<file path="config.mk">
export PLATFORM = sky130hd
export DESIGN_NAME = adcseq_ctrl
export DESIGN_NICKNAME = d
export VERILOG_FILES = /design/src/rtl/adcseq_pkg.sv /design/src/rtl/adcseq_mode.sv /design/src/rtl/adcseq_edge.sv /design/src/rtl/adcseq_mem.sv /design/src/rtl/adcseq_ctrl.sv
export SDC_FILE = /design/constraint.sdc
export NUM_CORES = 1
export LEC_CHECK = 0
export BUFFER_PORTS_ARGS = -buffer_cell sky130_fd_sc_hd__buf_2
export CAP_MARGIN = 20
export CORE_AREA = 2 2 110 112
export CTS_CLUSTER_DIAMETER = 150
export CTS_CLUSTER_SIZE = 16
export DETAILED_ROUTE_END_ITERATION = 12
export DIE_AREA = 0 0 112 114
export GPL_TIMING_DRIVEN = 0
export PLACE_DENSITY_LB_ADDON = 0.12
export SYNTH_ARGS = -nofsm -noshare
export SYNTH_HDL_FRONTEND = slang
export SYNTH_SLANG_ARGS = --single-unit
</file>
<file path="constraint.sdc">
create_clock -name clk -period 1.8 [get_ports clk]
set_input_delay 0.09 -clock clk [delete_from_list [all_inputs] [get_ports clk]]
set_output_delay 0.09 -clock clk [all_outputs]
set_load 0.02 [all_outputs]
</file>
<file path="src/rtl/adcseq_pkg.sv">
package adcseq_pkg;

    localparam int CH_AW = 3;

    typedef struct packed {
        logic             diff;
        logic [CH_AW-1:0] addr;
        logic             bip;
        logic             pga;
    } cfg_t;

    typedef struct packed {
        cfg_t cfg;
        logic eos;
    } entry_t;

    localparam int ENTRY_W = $bits(entry_t);

    typedef enum logic [1:0] {
        MD_DIRECT = 2'd0,
        MD_SCAN   = 2'd1,
        MD_RUN    = 2'd2,
        MD_PROG   = 2'd3
    } mode_t;

endpackage

</file>
<file path="src/rtl/adcseq_mode.sv">
module adcseq_mode
    import adcseq_pkg::*;
(
    input  logic  m1,
    input  logic  m0,
    input  logic  scan_en,
    output mode_t mode
);
    always_comb begin
        if (!m1)     mode = scan_en ? MD_SCAN : MD_DIRECT;
        else if (m0) mode = MD_RUN;
        else         mode = MD_PROG;
    end
endmodule

</file>
<file path="src/rtl/adcseq_edge.sv">
module adcseq_edge #(
    parameter int            W    = 3,
    parameter logic [W-1:0]  INIT = '0
) (
    input  logic         clk,
    input  logic         rst_n,
    input  logic [W-1:0] sig,
    output logic [W-1:0] rise
);
    logic [W-1:0] prev_d, prev_q;

    always_comb begin
        prev_d = sig;
    end

    always_ff @(posedge clk or negedge rst_n) begin
        if (!rst_n) prev_q <= INIT;
        else        prev_q <= prev_d;
    end

    assign rise = sig & ~prev_q;
endmodule

</file>
<file path="src/rtl/adcseq_mem.sv">
module adcseq_mem
    import adcseq_pkg::*;
#(
    parameter int DEPTH = 16,
    parameter int PW    = 4
) (
    input  logic          clk,
    input  logic          rst_n,
    input  logic          we,
    input  logic [PW-1:0] waddr,
    input  entry_t        wdata,
    input  logic [PW-1:0] raddr,
    output entry_t        rdata
);
    entry_t [DEPTH-1:0] mem_d, mem_q;

    always_comb begin
        mem_d = mem_q;
        if (we) mem_d[waddr] = wdata;
    end

    always_ff @(posedge clk or negedge rst_n) begin
        if (!rst_n) mem_q <= '0;
        else        mem_q <= mem_d;
    end

    assign rdata = mem_q[raddr];
endmodule

</file>
<file path="src/rtl/adcseq_ctrl.sv">
module adcseq_ctrl
    import adcseq_pkg::*;
#(
    parameter int DEPTH = 16
) (
    input  logic             clk,
    input  logic             rst_n,
    input  logic             mode_m1,
    input  logic             mode_m0,
    input  logic             scan_en,
    input  logic             wr_n,
    input  logic             rd_n,
    input  logic             cs_n,
    input  logic             conv_busy,
    input  logic             in_diff,
    input  logic [CH_AW-1:0] in_addr,
    input  logic             in_bip,
    input  logic             in_pga,
    input  logic             in_eos,
    output logic             cfg_diff,
    output logic [CH_AW-1:0] cfg_addr,
    output logic             cfg_bip,
    output logic             cfg_pga,
    output logic [ENTRY_W-1:0] rb_data,
    output logic             busy_n
);
    localparam int            PW   = (DEPTH > 1) ? $clog2(DEPTH) : 1;
    localparam logic [PW-1:0] LAST = PW'(DEPTH - 1);

    typedef struct packed {
        logic [PW-1:0]    ptr;
        logic [CH_AW-1:0] scan;
        cfg_t             lat;
        logic             prog;
    } st_t;

    st_t    st_d, st_q;
    mode_t  mode;
    logic   busy_rise, wr_rise, rd_rise;
    logic   prog_now, mem_we;
    cfg_t   pin_cfg, act_cfg;
    entry_t cur;
    logic [PW-1:0] ptr_mon;

    adcseq_mode u_mode (
        .m1      (mode_m1),
        .m0      (mode_m0),
        .scan_en (scan_en),
        .mode    (mode)
    );

    adcseq_edge #(.W(3), .INIT(3'b011)) u_edge (
        .clk   (clk),
        .rst_n (rst_n),
        .sig   ({conv_busy, wr_n, rd_n}),
        .rise  ({busy_rise, wr_rise, rd_rise})
    );

    assign pin_cfg  = '{diff: in_diff, addr: in_addr, bip: in_bip, pga: in_pga};
    assign prog_now = (mode == MD_PROG);
    assign mem_we   = prog_now && st_q.prog && wr_rise;

    adcseq_mem #(.DEPTH(DEPTH), .PW(PW)) u_mem (
        .clk   (clk),
        .rst_n (rst_n),
        .we    (mem_we),
        .waddr (st_q.ptr),
        .wdata ('{cfg: pin_cfg, eos: in_eos}),
        .raddr (st_q.ptr),
        .rdata (cur)
    );

    function automatic logic [PW-1:0] ptr_inc(input logic [PW-1:0] p);
        return (p == LAST) ? '0 : p + 1'b1;
    endfunction

    always_comb begin
        st_d      = st_q;
        st_d.prog = prog_now;
        if (!wr_n) st_d.lat = pin_cfg;

        if (prog_now != st_q.prog) begin
            st_d.ptr = '0;
        end else if (prog_now) begin
            if (wr_rise || (rd_rise && !cs_n)) st_d.ptr = ptr_inc(st_q.ptr);
        end else if (mode == MD_RUN && busy_rise) begin
            st_d.ptr = cur.eos ? '0 : ptr_inc(st_q.ptr);
        end

        if (mode == MD_SCAN && busy_rise) st_d.scan = st_q.scan + 1'b1;
    end

    always_ff @(posedge clk or negedge rst_n) begin
        if (!rst_n) st_q <= '0;
        else        st_q <= st_d;
    end

    always_comb begin
        unique case (mode)
            MD_SCAN: act_cfg = '{diff: 1'b0, addr: st_q.scan, bip: in_bip, pga: in_pga};
            MD_RUN:  act_cfg = cur.cfg;
            default: act_cfg = wr_n ? st_q.lat : pin_cfg;
        endcase
    end

    assign cfg_diff = act_cfg.diff;
    assign cfg_addr = act_cfg.addr;
    assign cfg_bip  = act_cfg.bip;
    assign cfg_pga  = act_cfg.pga;
    assign rb_data  = (prog_now && !rd_n && !cs_n) ? cur : '0;
    assign busy_n   = !(conv_busy || prog_now);
    assign ptr_mon  = st_q.ptr;
endmodule

</file>
==> results.md <==
* Simple-gate share of the synthesized area at 0.0587
* Run status: complete, but fails checks
* Syn Inst Count at 418
* Ant diodes at 0
* Commonest cells post-synth: dfrtp_1 (127), mux2_2 (93), mux2_1 (27)
* Worst Hold Path Cells at 2
* Rel. slew slack at 0.455
* Multiplexer share of the synthesized area at 0.319
* Antenna violations before repair at 0
* Max Slew Vio Count at 0
* Area of the multi-input gates at between 3000 and 4000 um^2
* Layout cell share with drive strength beyond 1 at 0.559
* Non-Filler Instances at 644
* Setup violations, final at 73
* Area grow syn2layout at 27.7%
* Area of the mapped netlist at about 6300 um^2
* GRT Overall Usage at 0.242
* DIE AREA at roughly 13,000 um^2
* Final hold vios at 0
* Gr ovfl total at 0
* Worst-Skew Late Latency at 0.42 ns
* Post-synth ARST share at 1.00
* Area leader, netlist: dfrtp_1
* DRC Markers at 0
* Synth Net Count at about 440
* Register area share after synthesis at 0.514
* Post-place setup slack at -0.433 ns
* Placed Instances at approximately 600
* Nets at 510
* Largest net degree at the start of global routing at 100
* Hold path startpoint: in_eos
* Longest Clk Path Bufs at 2
* Top post-synthesis cells by area: dfrtp_1 (51%), mux2_2 (17%), mux4_2 (6.8%), mux2_1 (4.8%), mux4_1 (2.9%)
* CP startpoint kind: flop
* Critical path class: flop to output pin
* Vias in the first global route at a little over 4,000
* Required time of the critical path at 1.71 ns
* Core area at 11,700 um^2
* FMAX at around 400 MHz
* Failing checks: negative setup slack
* 1st-iter DRT viols at 208
* Yosys reg bits at 129
* P_leak at approximately 0.0037 uW
* Compound-Gate Fraction of Synth Area at 0.0509
* Clock slew at reported path FFs at approximately 0.06 ns
* Initial core utilization at 0.537
* Root Buffer: clkbuf_16
* Top FF cell, synth: dfrtp_1
* Post-synth EDFFs at 0
* Largest family of logic cells by synthesized area: multiplexers
* Register Area at 3230 um^2
* Die width at between 100 and 150 um
* Num CTS Buffers at 17
* DRT Pass-1 Iters at 4
* Pwr per Cell Area at 1240 nW/um^2
* I/O pin count at 30
* Setup ws final at -0.722 ns
* Crit path capture type: output pin
* Maximum vdd drop at slightly above 1 mV
* Synth Area per Inst at roughly 15 um^2
* FILL cells at 794
* Port Buffers at 29
* Clk sinks at approximately 130
* Netlist cell types at 45
* Post-synthesis adder-cell area fraction at 0.0199
* Synth Warn # at 0
* DP Wirelength at 9690 um
* WP data arrival at 2.43 ns
* Min Clock Period, post-route at about 2.5 ns
* Most frequent cell after synthesis: dfrtp_1
* Hold endpoint: u_mem.mem_q[7]
* DR vias/cell at approximately 6
* Final Instance Area at roughly 8000 um^2
* Routed WL at about 15,000 um
* Post-layout util at 0.686
* Via count at just under 4,000
* Least-Margin Pin Slew at just over 0.8 ns
* Placed inst area at 6690 um^2
* Max Cap Violations at 0
* Drt wl/cell at 22.7 um
* Antenna Nets Post-Route at 0
* First-pass GRT wire length at ~23,000 um
* Layout Skew at between 0.008 and 0.009 ns
* RSZ-0062 raised after global routing: yes
* Min-delay worst type: primary input to flop
* Critical Path Start: ptr_mon[0]
* FF-to-FF End: u_mem.mem_q[17]
* Die Y at 114 um
* R2R Path Start: ptr_mon[0]
* R2R depth at 11
* CTS tree: done
* Yosys top cell area share at 0.505
* R2r setup slk at -0.32 ns
* Critical path fanouts, max at 7
* Row Count at 40
* Part of the cycle the worst path needs at 1.40
* Area share of xor/xnor cells in the synthesized design at 0.00279
* H-tree Lvls at 4
* Gpl congestion at between 0.8 and 0.9
cell type report:
class / instances / share of cell area
Multi-Input combinational cell: 258 / 0.407
Sequential cell: 129 / 0.403
Clock buffer: 24 / 0.0625
Timing Repair Buffer: 49 / 0.0572
Buffer: 22 / 0.0318
Tap cell: 147 / 0.0229
Clock inverter: 8 / 0.0126
Inverter: 7 / 0.00358
logic make-up (layout without fill, tap and decap cells):
group	count (synthesis)	after routing
AND/OR/NAND/NOR	62	62
buffers and inverters	31	110
adder cells (fa/ha/maj)	10	10
flip-flops	129	129
XOR/XNOR	2	2
AO/OA/AOI/OAI	34	34
multiplexers	150	150
registers in the layout (all words and copies together) (netlist names):
register	count
u_mem.mem_q	112
st_q	10
u_edge.prev_q	3
ptr_mon	4
routing by layer:
layer  routed length [um]  track usage  vias up
met5                    0            0        -
met4                  296       0.0797        0
met3                  557       0.0547       25
met2                 7460        0.405       81
met1                 6340        0.318     2063
li1                     -            -     1693
placed cells by master, fill, tap and decap left out, types with 3 or more instances in the layout:
cell type / n
mux4_2: 25
a22oi_1: 5
mux2i_1: 4
a221oi_4: 5
buf_2: 18
a22o_4: 4
o21ai_2: 4
clkbuf_16: 17
mux2_1: 14
dlygate4sd3_1: 4
a22o_1: 3
nand2_1: 9
buf_6: 15
nor2_1: 9
buf_4: 9
ha_1: 8
dfrtp_1: 125
nand3_1: 3
clkbuf_8: 12
and2b_2: 3
inv_1: 6
mux2_4: 17
mux2_2: 89
and2_4: 4
o21ai_1: 3
nand2_8: 16
clkbuf_1: 9
buf_12: 7
nor3b_1: 3
clkinvlp_4: 3
worst max-delay path, stage by stage (launching register included):
cell,delay (ns)
dfrtp_2,0.39
buf_12,0.14
buf_12,0.12
mux4_1,0.56
a22o_4,0.26
a221oi_4,0.27
nor2_1,0.09
buf_2,0.17
per-stage QoR:
step	TNS (ns)	power, uW	hold WS (ns)
final	-21.66	9960	0.0105
after global routing	-25.35	10400	0.0356
after CTS	-19.62	9520	0.000584
after detailed placement	-32.99	5720	-0.00995
after global placement	-151.68	5640	0.214
after floorplan	-1.15	5070	-0.206
power by group:
part | internal, uW | total [uW] | switching [uW]
Clock | 2220 | 3460 | 1240
Sequential | 3230 | 3440 | 209
Combinational | 1560 | 3060 | 1510
Total | 7010 | 9960 | 2950
how the worst max path moves through the flow:
| stage | to | slack [ns] | cells after the start |
|---|---|---|---|
| CTS | rb_data[2] | -0.72 | 7 |
| floorplan | cfg_addr[1] | -0.07 | 6 |
| global placement | u_mem.mem_q[82] | -0.97 | 1 |
| global route | cfg_addr[1] | -0.79 | 7 |
| finish | rb_data[4] | -0.72 | 7 |
| detailed placement | rb_data[4] | -0.43 | 7 |
timing repair:
item                       4_1_cts  5_1_grt
setup endpoints to repair      129      121
hold buffers                     4        0
gates cloned                     1        0
pin swaps                        9       14
buffers inserted                 5        9
hold endpoints to repair       130        0
resized for setup               50       74
Power figures use the tool's default switching activity.
